--- config.mk ---
export PLATFORM = sky130hd
export DESIGN_NAME = evr_route_seq
export DESIGN_NICKNAME = d
export VERILOG_FILES = /design/src/rtl/evr_pkg.sv /design/src/rtl/evr_pq_stage.sv /design/src/rtl/evr_queue_step.sv /design/src/rtl/evr_backlog_mask.sv /design/src/rtl/evr_route_seq.sv
export SDC_FILE = /design/constraint.sdc
export NUM_CORES = 1
export LEC_CHECK = 0
export ABC_AREA = 1
export BUFFER_PORTS_ARGS = -buffer_cell sky130_fd_sc_hd__buf_2
export CORE_AREA = 2 2 129 131
export CTS_CLUSTER_DIAMETER = 150
export DETAILED_ROUTE_END_ITERATION = 12
export DIE_AREA = 0 0 131 133
export HOLD_SLACK_MARGIN = 0.06
export PLACE_DENSITY = 0.83
export SYNTH_ARGS = -nofsm -noshare
export SYNTH_HDL_FRONTEND = slang
export SYNTH_SLANG_ARGS = --single-unit
--- constraint.sdc ---
create_clock -name clk -period 1.8 [get_ports clk]
set_input_delay 0.36 -clock clk [delete_from_list [all_inputs] [get_ports clk]]
set_output_delay 0.36 -clock clk [all_outputs]
set_load 0.01 [all_outputs]
--- src/rtl/evr_pkg.sv ---
package evr_pkg;
  parameter int BLK_W = 4;
  parameter int IDX_W = 8;
  parameter int PAY_W = 31;
  parameter int QLG   = 4;

  typedef enum logic [2:0] {
    FIN_OK       = 3'd0,
    FIN_BAD_DESC = 3'd1,
    FIN_BAD_TGT  = 3'd2,
    FIN_BAD_CFG  = 3'd3,
    FIN_DEPTH    = 3'd4
  } fin_code_e;

  typedef struct packed {
    logic             valid;
    logic             enq_en;
    logic             silent;
    logic             always_ntf;
    logic             backlog;
    logic             esc_en;
    logic             esc_uncond;
    logic             fmt;
    logic [7:0]       prio;
    logic [BLK_W-1:0] tgt_blk;
    logic [IDX_W-1:0] tgt_idx;
    logic [1:0]       pq_ntf;
    logic [1:0]       pq_esc;
    logic             gen;
    logic [QLG-1:0]   qidx;
    logic [BLK_W-1:0] esc_blk;
    logic [IDX_W-1:0] esc_idx;
    logic [PAY_W-1:0] esc_data;
  } evr_desc_t;

  localparam int DESC_W = $bits(evr_desc_t);
endpackage

--- src/rtl/evr_pq_stage.sv ---
module evr_pq_stage (
  input  logic [1:0] pq_in,
  output logic [1:0] pq_out,
  output logic       fire,
  output logic       changed
);
  always_comb begin
    fire = 1'b0;
    unique case (pq_in)
      2'b00: begin pq_out = 2'b10; fire = 1'b1; end
      2'b10: pq_out = 2'b11;
      2'b11: pq_out = 2'b11;
      default: pq_out = 2'b01;
    endcase
    changed = (pq_out != pq_in);
  end
endmodule

--- src/rtl/evr_queue_step.sv ---
module evr_queue_step #(
  parameter int QLG = 4
) (
  input  logic [QLG-1:0] idx_in,
  input  logic           gen_in,
  output logic [QLG-1:0] idx_out,
  output logic           gen_out
);
  always_comb begin
    idx_out = idx_in + 1'b1;
    gen_out = gen_in ^ (idx_out == '0);
  end
endmodule

--- src/rtl/evr_backlog_mask.sv ---
module evr_backlog_mask (
  input  logic [7:0] prio,
  input  logic [7:0] pend_in,
  output logic [7:0] pend_out,
  output logic       apply
);
  for (genvar g = 0; g < 8; g++) begin : g_bit
    assign pend_out[g] = pend_in[g] | (prio == 8'(7 - g));
  end
  assign apply = (prio < 8'd8);
endmodule

--- src/rtl/evr_route_seq.sv ---
module evr_route_seq
  import evr_pkg::*;
#(
  parameter int MAX_ESC = 4
) (
  input  logic             clk,
  input  logic             rst_n,
  input  logic             trig_valid,
  input  logic [BLK_W-1:0] trig_blk,
  input  logic [IDX_W-1:0] trig_idx,
  input  logic [PAY_W-1:0] trig_data,
  output logic             trig_ready,
  output logic             desc_rd_en,
  output logic [BLK_W-1:0] desc_rd_blk,
  output logic [IDX_W-1:0] desc_rd_idx,
  input  evr_desc_t        desc_rd_data,
  output logic             desc_wr_en,
  output logic [BLK_W-1:0] desc_wr_blk,
  output logic [IDX_W-1:0] desc_wr_idx,
  output evr_desc_t        desc_wr_data,
  output logic             ctx_rd_en,
  output logic [BLK_W-1:0] ctx_blk,
  output logic [IDX_W-1:0] ctx_idx,
  input  logic             ctx_rd_valid,
  input  logic [7:0]       ctx_rd_pend,
  output logic             ctx_wr_en,
  output logic [7:0]       ctx_wr_pend,
  output logic             pres_req,
  output logic             pres_fmt,
  output logic [7:0]       pres_prio,
  output logic [BLK_W-1:0] pres_blk,
  output logic [IDX_W-1:0] pres_idx,
  input  logic             pres_rsp_valid,
  input  logic             pres_rsp_hit,
  output logic             enq_req,
  output logic [QLG-1:0]   enq_slot,
  output logic [PAY_W:0]   enq_word,
  output logic             done,
  output logic [2:0]       done_code
);
  localparam int DEPTH_W = $clog2(MAX_ESC + 1);

  typedef enum logic [3:0] {
    S_IDLE, S_RD, S_LOAD, S_ENQ, S_ROUTE, S_RD_CTX,
    S_CTX_CHK, S_PRES, S_WAIT, S_ESC
  } st_e;

  st_e              state_q, state_d;
  logic [BLK_W-1:0] blk_q, blk_d;
  logic [IDX_W-1:0] idx_q, idx_d;
  logic [PAY_W-1:0] data_q, data_d;
  evr_desc_t        dsc_q, dsc_d;
  logic [7:0]       pend_q, pend_d;
  logic [DEPTH_W-1:0] depth_q, depth_d;
  logic             done_q, done_d;
  fin_code_e        code_q, code_d;

  logic [1:0]     pqn_out, pqe_out;
  logic           pqn_fire, pqn_chg, pqe_fire, pqe_chg;
  logic [QLG-1:0] nq_idx;
  logic           nq_gen;
  logic [7:0]     bl_pend;
  logic           bl_apply;

  evr_pq_stage u_pq_ntf (.pq_in(dsc_q.pq_ntf), .pq_out(pqn_out),
                         .fire(pqn_fire), .changed(pqn_chg));
  evr_pq_stage u_pq_esc (.pq_in(dsc_q.pq_esc), .pq_out(pqe_out),
                         .fire(pqe_fire), .changed(pqe_chg));
  evr_queue_step #(.QLG(QLG)) u_qstep (.idx_in(dsc_q.qidx), .gen_in(dsc_q.gen),
                                       .idx_out(nq_idx), .gen_out(nq_gen));
  evr_backlog_mask u_blmask (.prio(dsc_q.prio), .pend_in(pend_q),
                             .pend_out(bl_pend), .apply(bl_apply));

  assign trig_ready  = (state_q == S_IDLE);
  assign desc_rd_blk = blk_q;
  assign desc_rd_idx = idx_q;
  assign desc_wr_blk = blk_q;
  assign desc_wr_idx = idx_q;
  assign desc_wr_data = dsc_d;
  assign ctx_blk     = dsc_q.tgt_blk;
  assign ctx_idx     = dsc_q.tgt_idx;
  assign ctx_wr_pend = bl_pend;
  assign pres_fmt    = dsc_q.fmt;
  assign pres_prio   = dsc_q.prio;
  assign pres_blk    = dsc_q.tgt_blk;
  assign pres_idx    = dsc_q.tgt_idx;
  assign enq_slot    = dsc_q.qidx;
  assign enq_word    = {dsc_q.gen, data_q};
  assign done        = done_q;
  assign done_code   = code_q;

  always_comb begin
    state_d    = state_q;
    blk_d      = blk_q;
    idx_d      = idx_q;
    data_d     = data_q;
    dsc_d      = dsc_q;
    pend_d     = pend_q;
    depth_d    = depth_q;
    done_d     = 1'b0;
    code_d     = code_q;
    desc_rd_en = 1'b0;
    desc_wr_en = 1'b0;
    ctx_rd_en  = 1'b0;
    ctx_wr_en  = 1'b0;
    pres_req   = 1'b0;
    enq_req    = 1'b0;
    unique case (state_q)
      S_IDLE: if (trig_valid) begin
        blk_d   = trig_blk;
        idx_d   = trig_idx;
        data_d  = trig_data;
        depth_d = '0;
        state_d = S_RD;
      end
      S_RD: begin
        desc_rd_en = 1'b1;
        state_d    = S_LOAD;
      end
      S_LOAD: begin
        dsc_d = desc_rd_data;
        if (!desc_rd_data.valid) begin
          state_d = S_IDLE; done_d = 1'b1; code_d = FIN_BAD_DESC;
        end else if (desc_rd_data.enq_en) begin
          state_d = S_ENQ;
        end else begin
          state_d = S_ROUTE;
        end
      end
      S_ENQ: begin
        enq_req    = 1'b1;
        dsc_d.qidx = nq_idx;
        dsc_d.gen  = nq_gen;
        desc_wr_en = 1'b1;
        state_d    = S_ROUTE;
      end
      S_ROUTE: begin
        if (dsc_q.silent) begin
          state_d = S_ESC;
        end else if (!dsc_q.fmt && dsc_q.prio == 8'hFF) begin
          state_d = S_IDLE; done_d = 1'b1; code_d = FIN_OK;
        end else if (dsc_q.always_ntf) begin
          state_d = S_RD_CTX;
        end else begin
          dsc_d.pq_ntf = pqn_out;
          desc_wr_en   = pqn_chg;
          if (pqn_fire) state_d = S_RD_CTX;
          else begin
            state_d = S_IDLE; done_d = 1'b1; code_d = FIN_OK;
          end
        end
      end
      S_RD_CTX: begin
        ctx_rd_en = 1'b1;
        state_d   = S_CTX_CHK;
      end
      S_CTX_CHK: begin
        if (!ctx_rd_valid) begin
          state_d = S_IDLE; done_d = 1'b1; code_d = FIN_BAD_TGT;
        end else begin
          pend_d  = ctx_rd_pend;
          state_d = S_PRES;
        end
      end
      S_PRES: begin
        pres_req = 1'b1;
        state_d  = S_WAIT;
      end
      S_WAIT: if (pres_rsp_valid) begin
        if (pres_rsp_hit) begin
          state_d = S_IDLE; done_d = 1'b1; code_d = FIN_OK;
        end else if (dsc_q.backlog && dsc_q.fmt) begin
          state_d = S_IDLE; done_d = 1'b1; code_d = FIN_BAD_CFG;
        end else begin
          ctx_wr_en = dsc_q.backlog && bl_apply;
          state_d   = S_ESC;
        end
      end
      S_ESC: begin
        if (!dsc_q.esc_en) begin
          state_d = S_IDLE; done_d = 1'b1; code_d = FIN_OK;
        end else begin
          if (!dsc_q.esc_uncond) begin
            dsc_d.pq_esc = pqe_out;
            desc_wr_en   = pqe_chg;
          end
          if (!dsc_q.esc_uncond && !pqe_fire) begin
            state_d = S_IDLE; done_d = 1'b1; code_d = FIN_OK;
          end else if (depth_q == DEPTH_W'(MAX_ESC)) begin
            state_d = S_IDLE; done_d = 1'b1; code_d = FIN_DEPTH;
          end else begin
            depth_d = depth_q + 1'b1;
            blk_d   = dsc_q.esc_blk;
            idx_d   = dsc_q.esc_idx;
            data_d  = dsc_q.esc_data;
            state_d = S_RD;
          end
        end
      end
      default: state_d = S_IDLE;
    endcase
  end

  always_ff @(posedge clk or negedge rst_n) begin
    if (!rst_n) begin
      state_q <= S_IDLE;
      blk_q   <= '0;
      idx_q   <= '0;
      data_q  <= '0;
      dsc_q   <= '0;
      pend_q  <= '0;
      depth_q <= '0;
      done_q  <= 1'b0;
      code_q  <= FIN_OK;
    end else begin
      state_q <= state_d;
      done_q  <= done_d;
      if (state_q == S_IDLE || state_q == S_ESC) begin
        blk_q   <= blk_d;
        idx_q   <= idx_d;
        data_q  <= data_d;
        depth_q <= depth_d;
      end
      if (state_q != S_IDLE) dsc_q <= dsc_d;
      if (state_q == S_CTX_CHK) pend_q <= pend_d;
      if (done_d) code_q <= code_d;
    end
  end

  // completion only from idle, one cycle long
  a_r1_done_idle: assert property (@(posedge clk) disable iff (!rst_n)
    done |-> trig_ready);
  a_r1_done_pulse: assert property (@(posedge clk) disable iff (!rst_n)
    done |=> !done);
  // invalid descriptor reported with its code
  a_r2_bad_desc: assert property (@(posedge clk) disable iff (!rst_n)
    (state_q == S_LOAD && !desc_rd_data.valid) |=> (done && done_code == 3'd1));
  // queue write-back carries the advanced index
  a_r3_qidx_adv: assert property (@(posedge clk) disable iff (!rst_n)
    enq_req |-> (desc_wr_en && desc_wr_data.qidx == QLG'(enq_slot + 1'b1)));
  a_r3_gen_flip: assert property (@(posedge clk) disable iff (!rst_n)
    (enq_req && enq_slot == {QLG{1'b1}}) |-> (desc_wr_data.gen != enq_word[PAY_W]));
  // notification-state writes only on change
  a_r6_write_on_change: assert property (@(posedge clk) disable iff (!rst_n)
    (state_q == S_ROUTE && desc_wr_en) |-> (desc_wr_data.pq_ntf != dsc_q.pq_ntf));
  // backlog only adds one bit
  a_r9_pend_superset: assert property (@(posedge clk) disable iff (!rst_n)
    ctx_wr_en |-> (((ctx_wr_pend & pend_q) == pend_q) &&
                   ($countones(ctx_wr_pend ^ pend_q) <= 1)));
  // depth never exceeds limit
  a_r12_depth_bound: assert property (@(posedge clk) disable iff (!rst_n)
    depth_q <= DEPTH_W'(MAX_ESC));
  // one port strobe at a time
  a_r8_one_strobe: assert property (@(posedge clk) disable iff (!rst_n)
    $onehot0({desc_rd_en, ctx_rd_en, pres_req, ctx_wr_en}));
endmodule

---- Yosys cells after proc, flatten, opt, wreduce, memory -nomap -nowiden ----
Index checks and enable logic that the tools add are counted.
storage, ports and cells
  register bits ........................... 142
  bits of input ports ..................... 137
  output and inout bits ................... 192
  word-level logic and storage cells ...... 185
cells by class
  add/sub/neg operators ................... 2
  order comparisons ....................... 1
  equality and inequality tests ........... 36
  multiplexer cells ....................... 89
  bitwise operators ....................... 9
  reduce and logical (&&, ||, !) cells .... 22
operators by type and width
  operator            number
  $mux 31             4
  $pmux 31 s2         1
  $mux 3              19
  $mux 4              12
  $mux 43             1
  $pmux 4 s10         1
  $eq 8x3->1 const B  4
  $mux 8              4
  $mux 1              30
  $mux 28             1
  $eq 4x3->1 const B  4
  $eq 8x2->1 const B  2
  $ne 2x2->1 const B  8
  $pmux 2 s2          4
  $pmux 8 s2          1
  $pmux 3 s5          1
  $mux 2              5
  $pmux 5 s2          1
  $reduce_and 10->1   1
  $ne 3x3->1 const B  3
  $eq 2x2->1 const B  4
  $eq 4x2->1 const B  2
  $eq 4x4->1 const B  2
  $eq 8x1->1 const B  1
  other kinds (26)    43

---- Logic depth before layout (Yosys ltp) ----
  depth in word-level cells ............... 8
  gate-level depth with buffers ........... 10
  mapped depth without buffers ............ 9

---- Cells and area by module ----
From an unflattened synthesis, not the netlist that was laid out.
second synthesis, totals
  cells, all modules ...................... 966
  area total of the unflattened synthesis .. 7372.1 um2
modules (own cells, without submodules)
  module            times used  cells an instance  area an instance (um2)  sequential area each (um2)
  evr_route_seq     1           889                7050.5                  3553.4
  evr_backlog_mask  1           48                 185.2                   0.0
  evr_queue_step    1           19                 93.8                    0.0
  evr_pq_stage      2           5                  21.3                    0.0

---- Least setup slack after synthesis ----
No wires, ideal clock.
  path kind ............................... reg2out
  start ................................... register state_q[2]
  end ..................................... output desc_wr_data[43] (netlist bit)
  arrival ................................. 1.402 ns
  data required time ...................... 1.440 ns
  slack ................................... 0.038 ns
  cell stages (with the launch flop) ...... 6
  buffers on the path ..................... 0
  path through ............................ dfrtp_1 > nor2_2 > nand2_1 > nor2_2 > inv_1 > o211ai_1
RTL lines
  item                    RTL line              source
  start, declared         evr_route_seq.sv:48   st_e state_q, state_d;
  start signal, assigned  evr_route_seq.sv:216  state_q <= state_d;
  end, declared           evr_route_seq.sv:20   output evr_desc_t desc_wr_data,

==> out/qor.txt <==
Status: complete, but fails checks
Failing checks: negative setup slack
Layout area overhead: 60.4%
DP Wirelength: 15500 microns
Syn Inst Count: 847
Setup WS post-layout: -0.515 ns
Setup Viol. Count Final: 95
Switch share: 43.2%
XOR/XNOR share of the synthesized area: 0.374%
Clk_lat worst skew: 0.42 ns
Largest net degree at the start of global routing: 66
# clock sinks: 142
WP buf/inv: 3
Leakage: 6.59 nW
Layout cells sized above 1: 49.1%
Synth Warn #: 0
Worst hold path class: input port to flip-flop
Post-DP Area: 9150 sq um
Power share of the combinational group: 58.4%
RSZ-0062 raised after global routing: yes
Setup Skew: 0.0176 ns
Largest family of logic cells by synthesized area: simple AND/OR/NAND/NOR gates
Synth Register Bits: 142
Worst VDD drop: 1130 uV
Avg Inst Size Synth: 8.29 sq um
Most common flop cell mapped by yosys: dfrtp_1
I/O Buffers: 328
DP Worst Slack: -0.0230 ns
Top cells by count, synth: nand2_1, dfrtp_1, o21ai_0
Initial antenna violation count: 2
Synth cell types: 32
Post-layout instance area: 11300 sq um
Mux contribution to synthesized area: 6.13%
Synthesized cell area: 7020 sq um
H-tree levels: 4
Vias post-DR: 7817
RD Place Congestion: 0.944
Startpoint types: flip-flop
Post-Synth Simple-Gate Area: 24.5%
Setup TNS: -31.81 ns
I/O Pins: 329
Critical path class: flip-flop to primary output
Family with the most delay on the worst path: simple AND/OR/NAND/NOR gates
DR iter-0 viols: 622
Total power draw: 22.8 mW
Critical Path Max Stage Delay: 0.43 ns
Flop2flop setup slack: 0.02 ns
Global-route wire length before repair: 36600 microns
Maxcap violations: 0
Die width: 131 microns
Slew Limit Fails: 0
Antenna viol nets, final: 0
WL/cell: 18.6 microns
Post-synth top area cell: dfrtp_1
Seq/Total Area, Yosys: 50.6%
Share of the synthesized area in the top cell type: 50.6%
Pint: 12.9 mW
Minimum clock period: 2.31 ns
Worst Tran Pin Value: 0.338 ns
Count leader, synth: nand2_1
Area of the die: 17400 sq um
Initial Util: 43.4%
Clk pwr share: 15.8%
Worst EP required: 1.44 ns
Synth Area in Compound Gates: 8.13%
Layout Nets: 1393
Sequential share of power: 25.7%
Non-filler cells, final: 1488
Psw: 9.85 mW
Critical path cell sequence: buf_6 > inv_4 > nor2_4 > nand2_4 > nor2_1 > nand4_1 > nand2_1 > buf_2
Pwr dens: 2020 nW/um^2
Max FO, Critical Path: 5
Vias in the first global route: 7396
Die height: 133 microns
Row cnt: 47
Tcrit/Tclk final: 129%
Routed Wire Length: 27700 microns
Arr. time, crit path: 1.95 ns
Synth Area in Adders: 0.535%
CTS max path bufs: 2
Drt pass-1 iters: 7
DRC viols: 0
Syn Nets: 987
Gr usage total: 27.1%
Post-synth EDFFs: 0
Placed insts: 1401
Crit. End Element: primary output
GRT Residual Overflow: 0
Root buffer cell: clkbuf_16
Hold Violations, Final: 0
Relative slew slack: 77.3%
Fmax: 432 MHz
Post-synthesis async set-or-reset flop share: 100%
CP max-delay cell: dfrtp_1
Vias per cell: 5.25
CTS clk-pin slew, worst paths: 0.06 ns
Core Box Area: 16200 sq um
Synth area leaders: dfrtp_1, nand2_1, mux2i_1
Inserted Clock Buffers: 17
CTS tree: yes
-- layer usage --
| metal | global-route usage [%] | share of wire [%] |
|---|---|---|
| met1 | 33.4 | 38 |
| met2 | 44.5 | 49 |
| met5 | 0 | 0 |
| met4 | 14.0 | 4.9 |
| met3 | 5.94 | 7.5 |
-- state kept, by name, indices dropped and copies added, names as in the netlist --
register and count:
ctx_blk 4, done_code 3, pres_fmt 1, enq_slot 4
depth_q 3, done 1, ctx_idx 8, desc_rd_idx 8
enq_word 1, data_q 31, pend_q 8, dsc_q 54
pres_prio 8, desc_rd_blk 4, state_q 4
-- cell families after synthesis --
group	count (synthesis)
compound gates	102
xor+xnor	3
buf+inv	121
fa+ha+maj	3
simple gates	433
flops	142
mux	43
-- per-stage QoR --
stage	util [%]	hold slack, ns
6_report	69.7	0.157
3_3_place_gp	56.6	0.269
2_1_floorplan	-	0.0644
4_1_cts	65.2	0.135
3_5_place_dp	56.6	0.271
5_1_grt	69.7	0.155
-- tightest hold or removal path, stage by stage --
cell and delay (ns):
buf_2 0.08, nand2_1 0.04, nand2_1 0.06
-- path summary, 6_finish.rpt --
path / from / endpoint / cells past startpoint
setup / recovery: state_q[2]$_DFFE_PN0P_ / desc_wr_data[50] / 8
hold / removal: ctx_rd_pend[5] / pend_q[5]$_DFFE_PN0P_ / 3
setup reg to reg: state_q[3]$_DFFE_PN0P_ / data_q[15]$_DFFE_PN0P_ / 11
hold reg to reg: pend_q[5]$_DFFE_PN0P_ / pend_q[5]$_DFFE_PN0P_ / 2
max in group asynchronous: rst_n / dsc_q[24]$_DFFE_PN0N_ / 3
min in group asynchronous: rst_n / dsc_q[75]$_DFFE_PN0N_ / 2
-- power by group through the flow --
| stage | Clock (mW) | Combinational (mW) | Sequential, mW |
|---|---|---|---|
| floorplan | 0 | 5.67 | 5.76 |
| global placement | 0 | 9.42 | 5.67 |
| detailed placement | 0 | 9.63 | 5.73 |
| CTS | 3.65 | 11.3 | 5.74 |
| global route | 3.80 | 14.3 | 6.01 |
| finish | 3.61 | 13.3 | 5.86 |
-- layout make-up --
class | instances | area, sq um
Clock buffer | 19 | 433
Clock inverter | 13 | 166
Tap cell | 220 | 275
Inverter | 41 | 184
Timing Repair Buffer | 467 | 3320
Multi-Input combinational cell | 584 | 3320
Fill cell | 1128 | 4910
Antenna cell | 2 | 5.00
Sequential cell | 142 | 3560
-- layout by cell type (no fill, tap or decap), types with 6 or more instances in the layout --
cell type and n:
buf_12 11, buf_16 7, buf_2 312, buf_4 90
buf_6 34, clkbuf_16 25, dfrtp_1 139, inv_1 24
inv_2 11, mux2i_1 43, nand2_1 308, nand2_2 33
nand2_4 27, nand3_1 13, nand3_2 9, nand4_1 9
nor2_1 13, nor2_4 9, o211ai_1 7, o21ai_0 34
o21ai_1 32, o21ai_2 14, o21bai_1 6
-- what timing repair did --
| item | CTS | global route |
|---|---|---|
| setup endpoints to repair | 95 | 146 |
| hold buffers | 1 | 0 |
| gates resized for setup | 147 | 107 |
| gates cloned | 6 | 11 |
| setup buffers | 23 | 18 |
| pin swaps | 13 | 26 |
| hold endpoints to repair | 29 | 0 |
(Power assumes the default switching activity.)
